===== config.mk =====
export PLATFORM = sky130hd
export DESIGN_NAME = pfd_lock_detector
export DESIGN_NICKNAME = d
export VERILOG_FILES = /design/src/rtl/pfd_lock_pkg.sv /design/src/rtl/pfd_edge_sync.sv /design/src/rtl/pfd_tristate_core.sv /design/src/rtl/pfd_quiet_filter.sv /design/src/rtl/pfd_lock_detector.sv
export SDC_FILE = /design/constraint.sdc
export NUM_CORES = 1
export LEC_CHECK = 0
export BUFFER_PORTS_ARGS = -buffer_cell sky130_fd_sc_hd__buf_2
export CAP_MARGIN = 40
export CORE_ASPECT_RATIO = 0.7
export CORE_MARGIN = 8
export CORE_UTILIZATION = 24
export CTS_BUF_LIST = sky130_fd_sc_hd__clkbuf_16
export DETAILED_ROUTE_END_ITERATION = 10
export MAX_ROUTING_LAYER = met4
export PLACE_DENSITY_LB_ADDON = 0.12
export RECOVER_POWER = 50
export SLEW_MARGIN = 20
export SYNTH_ARGS = -nofsm -noshare
export SYNTH_HDL_FRONTEND = slang
export SYNTH_HIERARCHICAL = 1
export SYNTH_SLANG_ARGS = --single-unit

===== constraint.sdc =====
create_clock -name clk -period 7.1 [get_ports clk]
set_input_delay 0.71 -clock clk [delete_from_list [all_inputs] [get_ports clk]]
set_output_delay 0.71 -clock clk [all_outputs]
set_load 0.01 [all_outputs]

===== src/rtl/pfd_lock_pkg.sv =====
package pfd_lock_pkg;

    typedef enum logic [1:0] {
        PD_IDLE  = 2'd0,
        PD_LEAD  = 2'd1,
        PD_LAG   = 2'd2,
        PD_CLEAR = 2'd3
    } pd_state_t;

    typedef enum logic {
        LK_ACQUIRE = 1'b0,
        LK_HELD    = 1'b1
    } lk_state_t;

endpackage


===== src/rtl/pfd_edge_sync.sv =====
module pfd_edge_sync #(
    parameter int STAGES = 2
) (
    input  logic clk,
    input  logic rst_n,
    input  logic async_in,
    output logic rise
);
    logic [STAGES-1:0] sync_q;
    logic              prev_q;

    generate
        for (genvar i = 0; i < STAGES; i++) begin : g_stage
            if (i == 0) begin : g_first
                always_ff @(posedge clk or negedge rst_n) begin
                    if (!rst_n) sync_q[0] <= 1'b0;
                    else        sync_q[0] <= async_in;
                end
            end else begin : g_next
                always_ff @(posedge clk or negedge rst_n) begin
                    if (!rst_n) sync_q[i] <= 1'b0;
                    else        sync_q[i] <= sync_q[i-1];
                end
            end
        end
    endgenerate

    always_ff @(posedge clk or negedge rst_n) begin
        if (!rst_n) prev_q <= 1'b0;
        else        prev_q <= sync_q[STAGES-1];
    end

    assign rise = sync_q[STAGES-1] & ~prev_q;


    rise_single_cycle_chk: assert property (@(posedge clk) disable iff (!rst_n)
        rise |=> !rise);

endmodule


===== src/rtl/pfd_tristate_core.sv =====
module pfd_tristate_core
    import pfd_lock_pkg::*;
(
    input  logic clk,
    input  logic rst_n,
    input  logic ref_rise,
    input  logic fb_rise,
    output logic up,
    output logic dn
);
    pd_state_t state_q, state_d;

    always_ff @(posedge clk or negedge rst_n) begin
        if (!rst_n) state_q <= PD_IDLE;
        else        state_q <= state_d;
    end

    always_comb begin
        state_d = state_q;
        unique case (state_q)
            PD_IDLE: begin
                if (ref_rise && !fb_rise)      state_d = PD_LEAD;
                else if (fb_rise && !ref_rise) state_d = PD_LAG;
            end
            PD_LEAD:  if (fb_rise)  state_d = PD_CLEAR;
            PD_LAG:   if (ref_rise) state_d = PD_CLEAR;
            PD_CLEAR: state_d = PD_IDLE;
            default:  state_d = PD_IDLE;
        endcase
    end

    always_comb begin
        up = (state_q == PD_LEAD) || (state_q == PD_CLEAR);
        dn = (state_q == PD_LAG)  || (state_q == PD_CLEAR);
    end


    both_one_cycle_chk: assert property (@(posedge clk) disable iff (!rst_n)
        (up && dn) |=> (!up && !dn));

    up_needs_ref_chk: assert property (@(posedge clk) disable iff (!rst_n)
        $rose(up) |-> $past(ref_rise));

    dn_needs_fb_chk: assert property (@(posedge clk) disable iff (!rst_n)
        $rose(dn) |-> $past(fb_rise));

    coincident_quiet_chk: assert property (@(posedge clk) disable iff (!rst_n)
        (!up && !dn && ref_rise && fb_rise) |=> (!up && !dn));

endmodule


===== src/rtl/pfd_quiet_filter.sv =====
module pfd_quiet_filter
    import pfd_lock_pkg::*;
#(
    parameter int LEVEL_W = 4,
    parameter int QUAL_W  = 8
) (
    input  logic               clk,
    input  logic               rst_n,
    input  logic               activity,
    input  logic               ref_rise,
    input  logic [LEVEL_W-1:0] lock_thresh,
    input  logic [QUAL_W-1:0]  lock_periods,
    output logic               unlocked_n
);
    localparam logic [LEVEL_W-1:0] LEVEL_MAX = {LEVEL_W{1'b1}};

    logic [LEVEL_W-1:0] level_q;
    logic [QUAL_W-1:0]  qual_q, qual_d;
    lk_state_t          lk_q, lk_d;
    logic               quiet;
    logic [QUAL_W:0]    qual_next;

    always_ff @(posedge clk or negedge rst_n) begin
        if (!rst_n)                          level_q <= '0;
        else if (activity && level_q != LEVEL_MAX) level_q <= level_q + 1'b1;
        else if (!activity && level_q != '0)       level_q <= level_q - 1'b1;
    end

    assign quiet     = level_q < lock_thresh;
    assign qual_next = {1'b0, qual_q} + 1'b1;

    always_ff @(posedge clk or negedge rst_n) begin
        if (!rst_n) begin
            lk_q   <= LK_ACQUIRE;
            qual_q <= '0;
        end else begin
            lk_q   <= lk_d;
            qual_q <= qual_d;
        end
    end

    always_comb begin
        lk_d   = lk_q;
        qual_d = qual_q;
        unique case (lk_q)
            LK_ACQUIRE: begin
                if (!quiet) begin
                    qual_d = '0;
                end else if (ref_rise) begin
                    if (qual_next >= {1'b0, lock_periods}) begin
                        lk_d   = LK_HELD;
                        qual_d = '0;
                    end else begin
                        qual_d = qual_next[QUAL_W-1:0];
                    end
                end
            end
            LK_HELD: begin
                if (!quiet) begin
                    lk_d   = LK_ACQUIRE;
                    qual_d = '0;
                end
            end
            default: begin
                lk_d   = LK_ACQUIRE;
                qual_d = '0;
            end
        endcase
    end

    always_comb unlocked_n = (lk_q == LK_HELD);


    level_no_wrap_up_chk: assert property (@(posedge clk) disable iff (!rst_n)
        (activity && level_q == LEVEL_MAX) |=> (level_q == LEVEL_MAX));

    level_no_wrap_down_chk: assert property (@(posedge clk) disable iff (!rst_n)
        (!activity && level_q == '0) |=> (level_q == '0));

    lock_on_ref_edge_chk: assert property (@(posedge clk) disable iff (!rst_n)
        $rose(unlocked_n) |-> $past(ref_rise));

    lock_drop_chk: assert property (@(posedge clk) disable iff (!rst_n)
        (unlocked_n && !quiet) |=> !unlocked_n);

endmodule


===== src/rtl/pfd_lock_detector.sv =====
module pfd_lock_detector #(
    parameter int SYNC_STAGES = 2,
    parameter int LEVEL_W     = 4,
    parameter int QUAL_W      = 8
) (
    input  logic               clk,
    input  logic               rst_n,
    input  logic               ref_div,
    input  logic               fb_div,
    input  logic [LEVEL_W-1:0] lock_thresh,
    input  logic [QUAL_W-1:0]  lock_periods,
    output logic               up,
    output logic               dn,
    output logic               activity,
    output logic               unlocked_n
);
    logic ref_rise, fb_rise;

    pfd_edge_sync #(.STAGES(SYNC_STAGES)) u_ref_sync (
        .clk(clk), .rst_n(rst_n), .async_in(ref_div), .rise(ref_rise));

    pfd_edge_sync #(.STAGES(SYNC_STAGES)) u_fb_sync (
        .clk(clk), .rst_n(rst_n), .async_in(fb_div), .rise(fb_rise));

    pfd_tristate_core u_core (
        .clk(clk), .rst_n(rst_n), .ref_rise(ref_rise), .fb_rise(fb_rise),
        .up(up), .dn(dn));

    assign activity = up | dn;

    pfd_quiet_filter #(.LEVEL_W(LEVEL_W), .QUAL_W(QUAL_W)) u_filter (
        .clk(clk), .rst_n(rst_n), .activity(activity), .ref_rise(ref_rise),
        .lock_thresh(lock_thresh), .lock_periods(lock_periods),
        .unlocked_n(unlocked_n));


    reset_outputs_chk: assert property (@(posedge clk)
        !rst_n |-> (!up && !dn && !unlocked_n));

endmodule


* Word level (Yosys, flattened, before mapping)
Index checks and enable logic that the tools add are counted. W data, S select, Z words.
Operators by class: bitwise logic cells 6, equal/unequal tests 9, reductions and logical operators 14, $add $sub $neg 3, $lt $le $gt $ge 2, mux-type cells 17
Operators by type and width (number):
- $mux W8 | 4
- $pmux W8 S2 | 1
- $add A8 B1 Y9 const B | 1
- $ge A9 B8 Y1 | 1
- $mux W2 | 4
- $mux W4 | 2
- $pmux W2 S4 | 1
- $add A4 B1 Y4 const B | 1
- $eq A2 B2 Y1 const B | 2
- $logic_and A1 B1 Y1 | 4
- $lt A4 B4 Y1 | 1
- $mux W1 | 4
- $ne A2 B1 Y1 const B | 2
- $ne A4 B4 Y1 const B | 1
- $reduce_bool A4 Y1 | 1
- $sub A4 B1 Y4 const B | 1
- $logic_not A1 Y1 | 3
- $ne A3 B1 Y1 const B | 1
- $ne A3 B3 Y1 const B | 1
- $not A1 Y1 | 3
- $reduce_and A3 Y1 | 1
- $and A1 B1 Y1 | 2
- $eq A2 B1 Y1 const B | 1
- $logic_not A2 Y1 | 1
- other kinds (6) | 7
Word-level totals: input port bits 16, word-level logic and storage cells 61, output and inout bits 4, bits in registers 21

* Depth between registers and ports, before layout
depth in word-level cells 7, mapped depth 11, mapped depth without buffers 11

* By module
Netlist, hierarchy kept.
Modules (own cells, without submodules):
- pfd_quiet_filter | times used 1, area each 1121.1 um^2, cells each 121
- pfd_tristate_core | times used 1, area each 203.9 um^2, cells each 20
- pfd_edge_sync | times used 2, area each 88.8 um^2, cells each 4
- pfd_lock_detector | times used 1, area each 6.3 um^2, cells each 1

* Least setup slack after synthesis
OpenSTA, ideal clock, no wires.
kind flip-flop to flip-flop, start reg u_core.state_q[0], end reg u_filter.level_q[3], period minus slack after synthesis 2.624 ns, slack 4.476 ns, cell stages (with the launch flop) 12, buffers on the path 0, data arrival time 2.538 ns, data required time 7.013 ns, path through dfrtp_1 inv_1 ha_1 or2_1 or2_1 o21ai_0 ha_1 a21o_1 a21o_1 a2111oi_0 nor3_1 o211ai_1
Between the ends: longest elaborated chain between the ends 6, elaborated cells on any way between the ends 11, those cells by class 3 x eq/ne; 1 x mux; 1 x bitwise; 6 x reduce/logical
RTL lines:
- start: declaration | line pfd_tristate_core.sv:11 | pd_state_t state_q, state_d;
- start signal: assignment | line pfd_tristate_core.sv:15 | else state_q <= state_d;
- $eq A2 B2 Y1 | line pfd_tristate_core.sv:34 | dn = (state_q == PD_LAG) || (state_q == PD_CLEAR);
- $logic_or A1 B1 Y1 * | line pfd_tristate_core.sv:34
- via dn | line pfd_lock_detector.sv:13 | output logic dn,
- $or A1 B1 Y1 * | line pfd_lock_detector.sv:29 | assign activity = up | dn;
- via activity | line pfd_lock_detector.sv:14 | output logic activity,
- $logic_not A1 Y1 | line pfd_quiet_filter.sv:26 | else if (!activity && level_q != '0) level_q <= level_q - 1'b1;
- $logic_and A1 B1 Y1 | line pfd_quiet_filter.sv:26
- $reduce_bool A2 Y1 (no line)
- end signal: assignment | line pfd_quiet_filter.sv:25 | else if (activity && level_q != LEVEL_MAX) level_q <= level_q + 1'b1;
- end signal: assignment | line pfd_quiet_filter.sv:26
- end: declaration | line pfd_quiet_filter.sv:17 | logic [LEVEL_W-1:0] level_q;
Mark *: on every way through the listed nets, which the timed path passes. The rest lies on a longest branch. A chain may end at the register's enable or synchronous reset.

* Worst setup path after layout
start reg u_core.state_q[0], end reg u_filter.level_q[3]
Between the ends: longest elaborated chain between the ends 6, elaborated cells on any way between the ends 11, those cells by class 3 x eq/ne; 1 x mux; 1 x bitwise; 6 x reduce/logical
RTL lines:
- $eq A2 B1 Y1, or another cell as far along | line pfd_tristate_core.sv:33 | up = (state_q == PD_LEAD) || (state_q == PD_CLEAR);
- $logic_or A1 B1 Y1 (on tied branches) | line pfd_tristate_core.sv:33, pfd_tristate_core.sv:34
- $or A1 B1 Y1 * | line pfd_lock_detector.sv:29
- $logic_not A1 Y1 | line pfd_quiet_filter.sv:26
- $logic_and A1 B1 Y1 | line pfd_quiet_filter.sv:26
- $reduce_bool A2 Y1 (no line)
Every way passes the cells marked *; elsewhere a longest branch is shown, timed or not.

==> summary.md <==
| Metric | Value |
|---|---|
| Crit path cell chain | `inv_1, ha_1, or2_1, or2_1, o21ai_0, ha_1, a21o_1, a21o_1, a2111oi_0, nor3_1, o211ai_1` |
| DP HPWL | `2.57 mm` |
| Hold Worst Slack | `0.352 ns` |
| Post-CTS sizing | `0` |
| Yosys cell types | `38` |
| RSZ-0062 raised after global routing | `false` |
| CTS buffer count | `3` |
| Leak | `0.918 nW` |
| Ranking of synthesized cells by area | `dfrtp_1, ha_1, nand2_1` |
| PD cells | `357 nW/um2` |
| Worst-Margin Slew | `1.12 ns` |
| Antenna-violating nets left | `0` |
| Die area | `9120 um2` |
| Yosys top cell by area | `dfrtp_1` |
| Initial antenna violation count | `0` |
| R2R Setup Slk | `4.31 ns` |
| Largest net degree at the start of global routing | `22` |
| Worst hold path endpoint | `u_fb_sync/sync_q[1]` |
| RePlAce Congestion | `0.761` |
| Buf/Inv on CP | `1` |
| Max Fclk | `358 MHz` |
| Met2 WL post-DR | `1.38 mm` |
| Design area | `1780 um2` |
| Share of layout cells above drive strength 1 | `20.2%` |
| Setup bufs post-CTS | `0` |
| Die Y | `82.3 um` |
| Num ports | `20` |
| Status | `finished, final reports clean` |
| CP peak stage delay | `0.38 ns` |
| Max Transition Viols Final | `0` |
| Setup TNS | `0 ns` |
| Layout fillers | `647` |
| Worst Hold Depth | `0` |
| Vias post-DR | `1,136` |
| Iteration-0 DRC Markers | `35` |
| Initial Util | `24.5%` |
| Final Util | `28.9%` |
| Worst vdd ir | `140 uV` |
| Register area share after synthesis | `34.8%` |
| MaxCap Viol Count | `0` |
| CP top delay family | `compound AO/OA/AOI/OAI gates` |
| Fin crit share | `39.3%` |
| Global route overflow | `0` |
| Metal3 WL | `148 um` |
| CP endpoint kind | `register` |
| Final Net Count | `211` |
| Crit path max-delay cell type | `a2111oi_0` |
| Post-synth ARST share | `100%` |
| Port-buffer cells | `19` |
| Reg2reg start | `u_core/state_q[0]` |
| Synth Area per Inst | `10.1 um2` |
| Hold-fix buffers at CTS | `0` |
| CP startpoint kind | `register` |
| CP required | `7.27 ns` |
| CP arrival | `2.96 ns` |
| Syn nets | `187` |
| Worst Clk Skew | `0.00739 ns` |
| Syn. warnings | `6` |
| CTS tree | `done` |
| Critical R2R Capture | `u_filter/level_q[3]` |
| CTS clk-pin slew, worst paths | `0.06 ns` |
| Ant. Diodes | `0` |
| Worst slew margin | `25.2%` |
| Most frequent cells in the layout | `dfrtp_1, ha_1, buf_2, nand2_1, inv_1` |
| Top sig layer | `met4` |
| Drt pass-1 iters | `4` |
| Core ar. | `6160 um2` |
| Vias in the first global route | `1,164` |
| Synth Flop Type | `dfrtp_1` |
| GRT Util Overall | `7.82%` |
| Critical Path Fanout Max | `8` |
| Die W | `111 um` |
| Synthesis-stage register bit count | `21` |
| CTS sink cnt | `21` |
| Area post-placement | `1700 um2` |
| Synth top area share | `34.8%` |
| H-Tree Depth | `1` |
| Setup CP Type | `reg -> reg` |
| Root Driver | `clkbuf_16` |
| Clock Tree Buf Depth | `2` |
| Cell area after synthesis | `1510 um2` |
| DRC | `0` |
| Met1 WL | `1.60 mm` |
| Min cycle time layout | `2.79 ns` |
| Row cnt | `24` |
| Final Hold Vio Count | `0` |
| Final setup fails | `0` |
| Number of vias per cell | `4.53` |
| Area grow syn2layout | `17.9%` |
| Cells after Synth | `150` |
| Clk_lat worst skew | `0.25 ns` |
| Commonest non-fill, non-tap cell in the layout | `dfrtp_1` |
| Average routed wire per standard cell | `12.5 um` |
| Worst Reg2Reg Path Length in Cells | `11` |
| Routed WL | `3.15 mm` |
| First-pass GRT wire length | `5.71 mm` |
| Number of enable flip-flop cells after synthesis | `0` |
| Hold path start | `u_fb_sync/sync_q[0]` |
| Hold Path Class | `reg -> reg` |
## Yosys cell counts (2+ instances only)
library cell	n
dfrtp_1	21
or3_1	3
nand2_1	18
nor2b_1	3
o21ai_0	8
a22o_1	4
nor3_1	2
nand3_1	5
ha_1	20
and3b_1	2
a211oi_1	4
xnor2_1	2
inv_1	15
a21o_1	5
mux2i_1	3
xor2_1	2
nor2_1	5
nor2b_4	3
or2_1	3
a21oi_1	4
## power breakdown
part / internal [W] / switching (W) / total (W)
combinational: 0.000151 / 0.000181 / 0.000332
sequential: 0.000148 / 0.0000392 / 0.000187
clock: 0.0000749 / 0.0000405 / 0.000115
## cell families after synthesis
kind of cell / Yosys count / share of synthesized area [%]
xor+xnor: 4 / 2.32
fa+ha+maj: 21 / 17.9
buf+inv: 15 / 3.73
simple gates: 54 / 22.0
flops: 21 / 34.8
mux: 4 / 2.98
compound gates: 31 / 16.3
## stage by stage
step                setup slack [ns]  std cells  power (W)
floorplan                       4.48        150   0.000436
global placement                4.47        247   0.000511
detailed placement              4.33        247   0.000526
CTS                             4.31        251   0.000650
global route                    4.02        251   0.000712
finish                          4.31        251   0.000634
## final cells by class
class,count,area [um2],share of cell area (%)
clock inverters,1,3.75,0.211
clock buffers,3,75.1,4.22
inverters,15,56.3,3.16
multi-input cells,114,927,52.1
repair buffers,19,93.8,5.27
well taps,78,97.6,5.49
flip-flops and latches,21,526,29.5
## registers in the layout, indices dropped and copies added, names as in the netlist
register / count
u_ref_sync/sync_q: 2
u_filter/qual_q: 8
u_fb_sync/sync_q: 2
u_filter/unlocked_n: 1
u_ref_sync/prev_q: 1
u_fb_sync/prev_q: 1
u_filter/level_q: 4
u_core/state_q: 2
## layer usage
metal,global-route usage [%],up-vias
met2,11.9,19
met4,1.74,0
met5,-,-
li1,-,574
met3,2.45,2
met1,9.95,541
## how the worst max path moves through the flow
stage / slack (ns) / from / cells past startpoint / to
global route: 4.02 / u_core/state_q[1] / 11 / u_filter/level_q[3]
floorplan: 4.48 / u_core/state_q[0] / 11 / u_filter/level_q[3]
CTS: 4.31 / u_core/state_q[0] / 11 / u_filter/level_q[3]
detailed placement: 4.33 / u_core/state_q[0] / 11 / u_filter/level_q[3]
global placement: 4.47 / u_core/state_q[0] / 11 / u_filter/level_q[3]
finish: 4.31 / u_core/state_q[0] / 11 / u_filter/level_q[3]
Power figures use the tool's default switching activity.
